File: src/rtl/rtt_pkg.sv
package rtt_pkg;
  localparam int DATA_W     = 32;
  localparam int ADDR_W     = 4;
  localparam int MODE_EN_AL = 16;
  localparam int MODE_EN_IN = 17;
  localparam int MODE_RST   = 18;
  localparam int ST_ALARM   = 0;
  localparam int ST_INC     = 1;

  typedef enum logic [1:0] {
    REG_MODE  = 2'd0,
    REG_ALARM = 2'd1,
    REG_COUNT = 2'd2,
    REG_STAT  = 2'd3
  } reg_idx_t;
endpackage

File: src/rtl/rtt_rst_sync.sv
module rtt_rst_sync (
  input  logic clk,
  input  logic rst_n_in,
  output logic rst_n_out
);
  logic [1:0] sync_q;

  always_ff @(posedge clk or negedge rst_n_in) begin
    if (!rst_n_in) sync_q <= 2'b00;
    else           sync_q <= {sync_q[0], 1'b1};
  end

  assign rst_n_out = sync_q[1];
endmodule

File: src/rtl/rtt_prescaler.sv
module rtt_prescaler #(
  parameter int PRE_W = 16
) (
  input  logic             clk,
  input  logic             rst_n,
  input  logic             tick,
  input  logic             restart,
  input  logic [PRE_W-1:0] div,
  output logic             step
);
  logic [PRE_W-1:0] phase_q, phase_d, limit;
  logic             at_limit;

  // A zero setting means the full 2**PRE_W period.
  assign limit    = (div == '0) ? '1 : div - 1'b1;
  assign at_limit = (phase_q >= limit);
  assign step     = tick && !restart && at_limit;

  always_comb begin
    phase_d = phase_q;
    if (tick) begin
      if (restart || at_limit) phase_d = '0;
      else                     phase_d = phase_q + 1'b1;
    end
  end

  always_ff @(posedge clk or negedge rst_n) begin
    if (!rst_n)    phase_q <= '0;
    else if (tick) phase_q <= phase_d;
  end

  // the phase never moves without a tick
  p_phase_hold_r1: assert property (@(posedge clk) disable iff (!rst_n)
    !tick |=> $stable(phase_q));
endmodule

File: src/rtl/rtt_counter.sv
module rtt_counter #(
  parameter int CNT_W = 32
) (
  input  logic             clk,
  input  logic             rst_n,
  input  logic             step,
  input  logic             clear,
  input  logic [CNT_W-1:0] alarm,
  output logic [CNT_W-1:0] count,
  output logic             hit
);
  logic [CNT_W-1:0] count_q, count_d, count_inc;

  assign count_inc = count_q + 1'b1;
  assign hit       = step && (count_inc == alarm);
  assign count     = count_q;

  always_comb begin
    count_d = count_q;
    if (clear)     count_d = '0;
    else if (step) count_d = count_inc;
  end

  always_ff @(posedge clk or negedge rst_n) begin
    if (!rst_n)             count_q <= '0;
    else if (clear || step) count_q <= count_d;
  end

  // the count holds or moves by one, wrapping at the top
  p_step_one_r3: assert property (@(posedge clk) disable iff (!rst_n)
    !clear |=> (count_q == $past(count_q)) ||
               (count_q == CNT_W'($past(count_q) + 1'b1)));
endmodule

File: src/rtl/rtt_regs.sv
module rtt_regs
  import rtt_pkg::*;
#(
  parameter int PRE_W     = 16,
  parameter int CNT_W     = 32,
  parameter int RESET_DIV = 32768
) (
  input  logic              clk,
  input  logic              rst_n,
  input  logic              tick,
  input  logic              wr_en,
  input  logic              rd_en,
  input  logic [ADDR_W-1:0] addr,
  input  logic [DATA_W-1:0] wr_data,
  output logic [DATA_W-1:0] rd_data,
  input  logic              step,
  input  logic              hit,
  input  logic [CNT_W-1:0]  count,
  output logic [PRE_W-1:0]  div,
  output logic [CNT_W-1:0]  alarm,
  output logic              restart_tick,
  output logic              pend_restart,
  output logic              wake_req,
  output logic              irq_alarm,
  output logic              irq_inc
);
  reg_idx_t         idx;
  logic             wr_mode, wr_alarm, rd_stat;
  logic [PRE_W-1:0] div_q, div_d;
  logic             en_al_q, en_al_d, en_in_q, en_in_d;
  logic             pend_q, pend_d;
  logic [CNT_W-1:0] alarm_q, alarm_d;
  logic             f_al_q, f_al_d, f_in_q, f_in_d;
  logic [DATA_W-1:0] rd_q, rd_d;

  assign idx          = reg_idx_t'(addr[3:2]);
  assign wr_mode      = wr_en && (idx == REG_MODE);
  assign wr_alarm     = wr_en && (idx == REG_ALARM);
  assign rd_stat      = rd_en && (idx == REG_STAT);
  assign restart_tick = tick && pend_q;

  always_comb begin
    div_d   = div_q;
    en_al_d = en_al_q;
    en_in_d = en_in_q;
    if (wr_mode) begin
      div_d   = wr_data[PRE_W-1:0];
      en_al_d = wr_data[MODE_EN_AL];
      en_in_d = wr_data[MODE_EN_IN];
    end
  end

  always_comb begin
    pend_d = pend_q;
    if (restart_tick)                    pend_d = 1'b0;
    if (wr_mode && wr_data[MODE_RST])    pend_d = 1'b1;
  end

  assign alarm_d = wr_alarm ? wr_data[CNT_W-1:0] : alarm_q;

  // Read clears, a new event on the same edge wins.
  assign f_al_d = (f_al_q && !rd_stat) || hit;
  assign f_in_d = (f_in_q && !rd_stat) || step;

  always_comb begin
    rd_d = '0;
    unique case (idx)
      REG_MODE: begin
        rd_d[PRE_W-1:0]  = div_q;
        rd_d[MODE_EN_AL] = en_al_q;
        rd_d[MODE_EN_IN] = en_in_q;
      end
      REG_ALARM: rd_d[CNT_W-1:0] = alarm_q;
      REG_COUNT: rd_d[CNT_W-1:0] = count;
      REG_STAT: begin
        rd_d[ST_ALARM] = f_al_q;
        rd_d[ST_INC]   = f_in_q;
      end
      default: rd_d = '0;
    endcase
  end

  always_ff @(posedge clk or negedge rst_n) begin
    if (!rst_n) begin
      div_q   <= PRE_W'(RESET_DIV);
      en_al_q <= 1'b0;
      en_in_q <= 1'b0;
    end else if (wr_mode) begin
      div_q   <= div_d;
      en_al_q <= en_al_d;
      en_in_q <= en_in_d;
    end
  end

  always_ff @(posedge clk or negedge rst_n) begin
    if (!rst_n) pend_q <= 1'b0;
    else        pend_q <= pend_d;
  end

  always_ff @(posedge clk or negedge rst_n) begin
    if (!rst_n)        alarm_q <= '1;
    else if (wr_alarm) alarm_q <= alarm_d;
  end

  always_ff @(posedge clk or negedge rst_n) begin
    if (!rst_n) begin
      f_al_q <= 1'b0;
      f_in_q <= 1'b0;
    end else begin
      f_al_q <= f_al_d;
      f_in_q <= f_in_d;
    end
  end

  always_ff @(posedge clk or negedge rst_n) begin
    if (!rst_n)      rd_q <= '0;
    else if (rd_en)  rd_q <= rd_d;
  end

  assign rd_data      = rd_q;
  assign div          = div_q;
  assign alarm        = alarm_q;
  assign pend_restart = pend_q;
  assign wake_req     = f_al_q;
  assign irq_alarm    = f_al_q && en_al_q;
  assign irq_inc      = f_in_q && en_in_q;

  // an alarm hit is always visible on the next cycle
  p_hit_sets_r5: assert property (@(posedge clk) disable iff (!rst_n)
    hit |=> wake_req);
  // wake request holds unless status is read
  p_wake_hold_r8: assert property (@(posedge clk) disable iff (!rst_n)
    wake_req && !rd_stat |=> wake_req);
  // a status read with no new event clears the flags
  p_read_clear_r7: assert property (@(posedge clk) disable iff (!rst_n)
    rd_stat && !hit && !step |=> !wake_req && !irq_inc);
endmodule

File: src/rtl/rtt_top.sv
module rtt_top
  import rtt_pkg::*;
#(
  parameter int PRE_W     = 16,
  parameter int CNT_W     = 32,
  parameter int RESET_DIV = 32768
) (
  input  logic              clk,
  input  logic              rst_n,
  input  logic              slow_tick,
  input  logic              wr_en,
  input  logic              rd_en,
  input  logic [ADDR_W-1:0] addr,
  input  logic [DATA_W-1:0] wr_data,
  output logic [DATA_W-1:0] rd_data,
  output logic              wake_req,
  output logic              irq_alarm,
  output logic              irq_inc
);
  logic             rst_n_s;
  logic             step, hit, restart_tick, pend_restart;
  logic [PRE_W-1:0] div;
  logic [CNT_W-1:0] alarm, count;

  rtt_rst_sync u_rst (
    .clk       (clk),
    .rst_n_in  (rst_n),
    .rst_n_out (rst_n_s)
  );

  rtt_prescaler #(.PRE_W(PRE_W)) u_pre (
    .clk     (clk),
    .rst_n   (rst_n_s),
    .tick    (slow_tick),
    .restart (pend_restart),
    .div     (div),
    .step    (step)
  );

  rtt_counter #(.CNT_W(CNT_W)) u_cnt (
    .clk   (clk),
    .rst_n (rst_n_s),
    .step  (step),
    .clear (restart_tick),
    .alarm (alarm),
    .count (count),
    .hit   (hit)
  );

  rtt_regs #(.PRE_W(PRE_W), .CNT_W(CNT_W), .RESET_DIV(RESET_DIV)) u_regs (
    .clk          (clk),
    .rst_n        (rst_n_s),
    .tick         (slow_tick),
    .wr_en        (wr_en),
    .rd_en        (rd_en),
    .addr         (addr),
    .wr_data      (wr_data),
    .rd_data      (rd_data),
    .step         (step),
    .hit          (hit),
    .count        (count),
    .div          (div),
    .alarm        (alarm),
    .restart_tick (restart_tick),
    .pend_restart (pend_restart),
    .wake_req     (wake_req),
    .irq_alarm    (irq_alarm),
    .irq_inc      (irq_inc)
  );

  // a restart applied on a tick leaves the counter at zero
  p_restart_zero_r4: assert property (@(posedge clk) disable iff (!rst_n_s)
    restart_tick |=> (count == '0));
  // the counter only changes on a tick
  p_no_tick_hold_r1: assert property (@(posedge clk) disable iff (!rst_n_s)
    !slow_tick |=> $stable(count));
endmodule

File: config.mk
export PLATFORM = sky130hd
export DESIGN_NAME = rtt_top
export DESIGN_NICKNAME = d
export VERILOG_FILES = /design/src/rtl/rtt_pkg.sv /design/src/rtl/rtt_rst_sync.sv /design/src/rtl/rtt_prescaler.sv /design/src/rtl/rtt_counter.sv /design/src/rtl/rtt_regs.sv /design/src/rtl/rtt_top.sv
export SDC_FILE = /design/constraint.sdc
export NUM_CORES = 1
export LEC_CHECK = 0
export BUFFER_PORTS_ARGS = -buffer_cell sky130_fd_sc_hd__buf_2
export CAP_MARGIN = 10
export CORE_MARGIN = 10
export CORE_UTILIZATION = 49
export CTS_CLUSTER_DIAMETER = 50
export DETAILED_ROUTE_END_ITERATION = 8
export HOLD_SLACK_MARGIN = 0.06
export MAX_ROUTING_LAYER = met4
export PLACE_DENSITY = 0.66
export RECOVER_POWER = 25
export SYNTH_ARGS = -nofsm -noshare
export SYNTH_HDL_FRONTEND = slang
export SYNTH_SLANG_ARGS = --single-unit
File: constraint.sdc
create_clock -name clk -period 6.3 [get_ports clk]
set_clock_uncertainty 0.15 [all_clocks]
set_input_delay 0.63 -clock clk [delete_from_list [all_inputs] [get_ports clk]]
set_output_delay 0.63 -clock clk [all_outputs]
set_load 0.02 [all_outputs]
# After elaboration in Yosys (flattened, before gate mapping)
# Cells that the tools add are included.
# totals
word_cells,51
mem_count,0
ram_bits,0
latch_bits,0
inputBits,41
rom_bits,0
regBits,135
# op_classes
n_eq_ne,4
bitwise_logic,0
add_sub_neg,3
mul,0
order_cmp,1
n_shift,0
reduce_logical,23
n_div,0
mux,9
# ops
operator,count
32-bit two-way mux,2
16-bit case mux with 3 select lines,1
"32-bit by 1-bit adder with 32-bit output, second input constant",1
32-bit == test,1
16-bit two-way mux,2
14-bit case mux with 2 select lines,1
"16-bit by 1-bit adder with 16-bit output, second input constant",1
16-bit >= comparator,1
16-bit logical NOT,1
"16-bit by 1-bit subtractor with 16-bit output, second input constant",1
1-bit logical AND,12
2-bit case mux with 4 select lines,1
"2-bit == test, second input constant",2
1-bit logical OR,4
2-bit nonzero test,2
"2-bit by 1-bit == test with 1-bit output, second input constant",1
1-bit logical NOT,2
2-bit logical NOT,1
1-bit two-way mux,2
2-bit AND reduction,1

# Longest topological paths before layout
# logic_depth
ltp_word,6
ltp_mapped,18
depth_no_buf,16

# Hierarchy
# From an unflattened synthesis, not the netlist that was laid out.
# hier_totals
cells_unflattened,755
area_unflattened_um2,7862.5
# modules_own_cells
module,area_per_inst_um2,instances,cells_each,seq_area_each_um2
rtt_regs,3671.0,1,276,2168.3
rtt_counter,2702.6,1,310,800.8
rtt_prescaler,1435.1,1,166,400.4
rtt_rst_sync,53.8,1,3,50.0

# Least setup slack after synthesis
# OpenSTA, ideal clock, no wires.
# synth_timing
kind,register -> register
startpoint,"reg u_regs.div_q[0], in the netlist u_regs.div[0]"
endpoint,reg u_pre.phase_q[0]
stages_incl_launch_ff,18
setup_slack_ns,2.248
n_path_buf,2
arrival_time_ns,3.777
period_less_slack_ns,4.052
required_time_ns,6.025
cell_sequence,dfrtp_1 -> inv_1 -> ha_1 -> nand2_1 -> or3_1 -> nand2b_1 -> nor3_1 -> a21oi_1 -> o31a_1 -> ha_1 -> nand4_1 -> nor2_1 -> o2111ai_1 -> o211ai_1 -> clkbuf_1 -> buf_1 -> nor2_1 -> mux2_2
# synth_via
elab_chain_len,5
# synth_rtl
element,line_no,rtl
start: declaration,rtt_regs.sv:29,"logic [PRE_W-1:0] div_q, div_d;"
start signal: assignment,rtt_regs.sv:85,div_q <= PRE_W'(RESET_DIV);
start signal: assignment,rtt_regs.sv:89,div_q <= div_d;
16-bit by 1-bit subtractor with 16-bit output / 16-bit logical NOT (equally long branches),rtt_prescaler.sv:15,assign limit = (div == '0) ? '1 : div - 1'b1;
16-bit two-way mux *,rtt_prescaler.sv:15,
16-bit >= comparator *,rtt_prescaler.sv:16,assign at_limit = (phase_q >= limit);
1-bit logical OR *,rtt_prescaler.sv:22,if (restart || at_limit) phase_d = '0;
16-bit two-way mux *,rtt_prescaler.sv:22,
end signal: assignment,rtt_prescaler.sv:29,else if (tick) phase_q <= phase_d;
end: declaration,rtt_prescaler.sv:11,"logic [PRE_W-1:0] phase_q, phase_d, limit;"
# Mark *: on every way between the ends. The rest lies on a longest branch, timed or not.
# A chain may end at the register's enable or synchronous reset.

# Final worst setup path
# layout_timing
startpoint,"reg u_regs.div_q[0], in the netlist u_regs.div[0]"
endpoint,"reg u_regs.f_al_q, in the netlist u_regs.wake_req"
# layout_via
elab_chain_len,6
# layout_rtl
element,line_no,rtl
16-bit by 1-bit subtractor with 16-bit output / 16-bit logical NOT (equally long branches),rtt_prescaler.sv:15,
16-bit two-way mux *,rtt_prescaler.sv:15,
16-bit >= comparator *,rtt_prescaler.sv:16,
1-bit logical AND *,rtt_prescaler.sv:17,assign step = tick && !restart && at_limit;
1-bit logical AND *,rtt_counter.sv:15,assign hit = step && (count_inc == alarm);
1-bit logical OR *,rtt_regs.sv:62,assign f_al_d = (f_al_q && !rd_stat) || hit;
net u_regs.f_al_d,rtt_regs.sv:33,"logic f_al_q, f_al_d, f_in_q, f_in_d;"
end signal: assignment,rtt_regs.sv:110,f_al_q <= f_al_d;
end: declaration,rtt_regs.sv:33,
# The timed path passes the listed nets; every way through them passes the cells marked *.

==> impl_metrics.py <==
metrics = {
    "power": {
        "power_density_nw_per_um2": 289,
        "power.leakage_nw": 3.92,
        "vdd_ir_drop_max_uv": 198,
        "p_total_mw": 2.59,
    },
    "sta": {
        "rsz0062_at_grt": "no",
        "fmax_ghz": 0.194,
        "setup_viol": 0,
        "post-route-period-util_pct": 81.9,
        "slew_headroom_pct": -102,
        "whs_ns": 0.198,
        "finalHoldViolCount": 0,
        "slew_viol_final": 76,
        "fin_tns_setup_ns": 0,
        "worst_slew_pin_slew_ns": 3.03,
        "fin_crit_ns": 5.16,
    },
    "synth": {
        "synth-warning-count": 0,
        "synth_cells": 785,
        "async_reset_ff_share_pct": 100,
        "synth_fp_nets": 851,
        "synth-edff-count": 0,
        "yosysSeqAreaShare_pct": 43.3,
        "syn_avg_cell_area_um2": 10.1,
        "ys_types": 68,
        "synth_area_um2": 7910,
        "synth_flop_cell": "dfrtp_1",
        "ys_ff_latch": 135,
    },
    "clock_tree": {
        "clkTransAtPathRegs_ns": 0.06,
        "cts-buffers-inserted": 17,
        "clkSinkCount": 135,
        "cts_buffer_depth": 2,
        "cts_setup_buffers": 0,
        "cts_tree": "yes",
        "h-tree-depth": 4,
        "hold_buffers": 1,
        "cts_resized": 0,
        "clkLatencyLatePin_ns": 0.43,
        "cts-root-buf": "clkbuf_16",
    },
    "global_routing": {
        "grt_pass1_vias": 6602,
        "overflow": 0,
        "grt_pass1_wl_mm": 34.8,
        "grt_start_max_net_pins": 76,
        "antenna_found_initial": 0,
        "track_usage_pct": 20.5,
    },
    "floorplan": {
        "initial_core_util_pct": 49.9,
        "top_level_ports": 76,
        "die-area_um2": 21600,
        "rows": 46,
        "core_um2": 15800,
        "fp.dieW_um": 147,
        "die_h_um": 147,
    },
    "worst_hold_path": {
        "whs_path_depth": 0,
        "hold_end": "u_rst.sync_q[1]",
        "hp-class": "reg -> reg",
        "hp-start": "u_rst.sync_q[0]",
    },
    "routing": {
        "wire_per_inst_um": 20.2,
        "vias": 6313,
        "drt_wl_total_mm": 21.4,
        "vias_per_cell": 5.94,
        "drtIter0Drc": 508,
        "drt_pass1_iterations": 5,
        "post-route-drc-count": 0,
        "postRouteAntennaNets": 0,
    },
    "worst_setup_path": {
        "startpoint": "u_regs.div[0]",
        "path_class": "reg -> reg",
        "crit_fanout": 22,
        "worstPathRequired_ns": 6.49,
        "reg2reg_from": "u_regs.div[0]",
        "r2r_end": "u_regs.wake_req",
        "rrSetupSlack_ns": 1.14,
        "crit_arrival_ns": 5.35,
        "cp-end-kind": "flip-flop",
        "critPathLaunchType": "flip-flop",
        "r2r_cells": 18,
    },
    "cells_and_area": {
        "nNetsFinal": 899,
        "diodes": 0,
        "final_cell_mix": "dfrtp_1, buf_2, mux2_2",
        "layout_commonest_cell": "dfrtp_1",
        "multi_input_area_um2": 4050,
        "layout-drive-gt1-share_pct": 25.4,
        "fillCellCount": 1351,
        "syn_to_final_growth_pct": 13.5,
        "fin_cells": 1062,
        "final-seq-area_um2": 3420,
    },
    "run_status": {
        "violations": "capacitance limit, slew limit",
        "status": "finished, violations left",
    },
    "placed_design": {
        "dpl.hpwl_mm": 15.1,
        "gp_congestion": 0.981,
        "io_buffer_count": 73,
        "dp.cells": 1029,
    },
    "run": {
        "max-cap-violations": 1,
    },
}
through the flow:
step,setup WS (ns),util (%),area (µm²)
after floorplan,2.17,-,7910
after global placement,1.36,52.8,8360
after detailed placement,1.24,52.8,8360
after CTS,1.22,56.7,8980
after global routing,0.783,56.7,8970
final,1.14,56.7,8970
flip-flops by register name, summed over array words and instances (netlist names):
signal and cells:
u_cnt.count 32, u_pre.phase_q 16, u_regs.alarm 32, u_regs.div 16, u_regs.en_al_q 1, u_regs.en_in_q 1, u_regs.f_in_q 1, u_regs.pend_restart 1
u_regs.rd_data 32, u_regs.wake_req 1, u_rst.sync_q 2
where the power goes:
group | internal (mW) | switching [mW] | total [mW]
clock network | 0.635 | 0.404 | 1.04
registers | 0.996 | 0.125 | 1.12
logic | 0.205 | 0.226 | 0.431
total | 1.84 | 0.755 | 2.59
final cells by class:
class / count / area share (%)
multi-input combinational: 549 / 45.1
sequential: 135 / 38.1
clock buffer: 18 / 4.89
timing repair buffer: 84 / 5.01
tap: 216 / 3.01
clock inverter: 14 / 1.94
inverter: 46 / 1.92
metal layers:
metal | global-route usage, % | routed length [µm] | vias to the layer above
li1 | - | - | 2927
met1 | 26.5 | 9750 | 3114
met2 | 30.7 | 9830 | 234
met3 | 4.79 | 1300 | 38
met4 | 8.23 | 540 | 0
met5 | - | 0 | -
kinds of logic after synthesis:
family | count (synthesis) | synth area share (%)
muxes | 62 | 8.72
DFF | 135 | 43.3
buffers and inverters | 101 | 5.52
and+or+nand+nor | 234 | 16.5
xor gates and xnor gates | 82 | 9.09
adders and majority gates | 25 | 3.96
AOI/OAI and AO/OA | 145 | 12.9
other | 1 | 0.0474
worst max-delay path by stage:
stage | cells past startpoint | endpoint
6_report | 18 | u_regs.wake_req
5_1_grt | 18 | u_regs.wake_req
4_1_cts | 18 | u_regs.wake_req
3_5_place_dp | 18 | u_regs.wake_req
3_3_place_gp | 18 | u_regs.wake_req
2_1_floorplan | 0 | u_cnt.count[0]
cell usage after synthesis (8+ instances only):
cell      instances  area share (%)
a22oi_1          14             1.3
nand2_1          44             2.1
dfrtp_1         102              32
dfstp_2          33              11
nand3_1          23             1.5
nor3_1           17             1.1
o22ai_1          30             2.4
mux2_2           55             7.8
buf_2             9            0.57
xor2_1           38             4.2
nand2b_1          9            0.71
nand4_1          20             1.6
and3_1           13             1.0
a21oi_1          16             1.0
a222oi_1         18             2.3
o21ai_0          22             1.4
nor2_1           53             2.5
a21o_1           10            0.95
inv_1            46             2.2
xnor2_1          44             4.9
nor4_1            9            0.71
buf_4             8            0.76
clkbuf_1         29             1.4
and4_1            8            0.89
ha_1             25             4.0
critical path, cell delays in order (launching register included):
cell	delay, ns
dfrtp_1	0.43
inv_1	0.09
ha_1	0.18
nand2_1	0.09
or3_1	0.40
nand2b_1	0.25
nor3_1	0.71
a21oi_1	0.09
o31a_1	0.27
ha_1	0.32
nand4_1	0.11
nor2_1	0.11
o2111ai_1	0.11
o211ai_1	0.18
buf_4	0.32
nor2b_1	0.57
buf_4	0.30
nand4_1	0.12
o31ai_1	0.24
(Power assumes the default switching activity.)
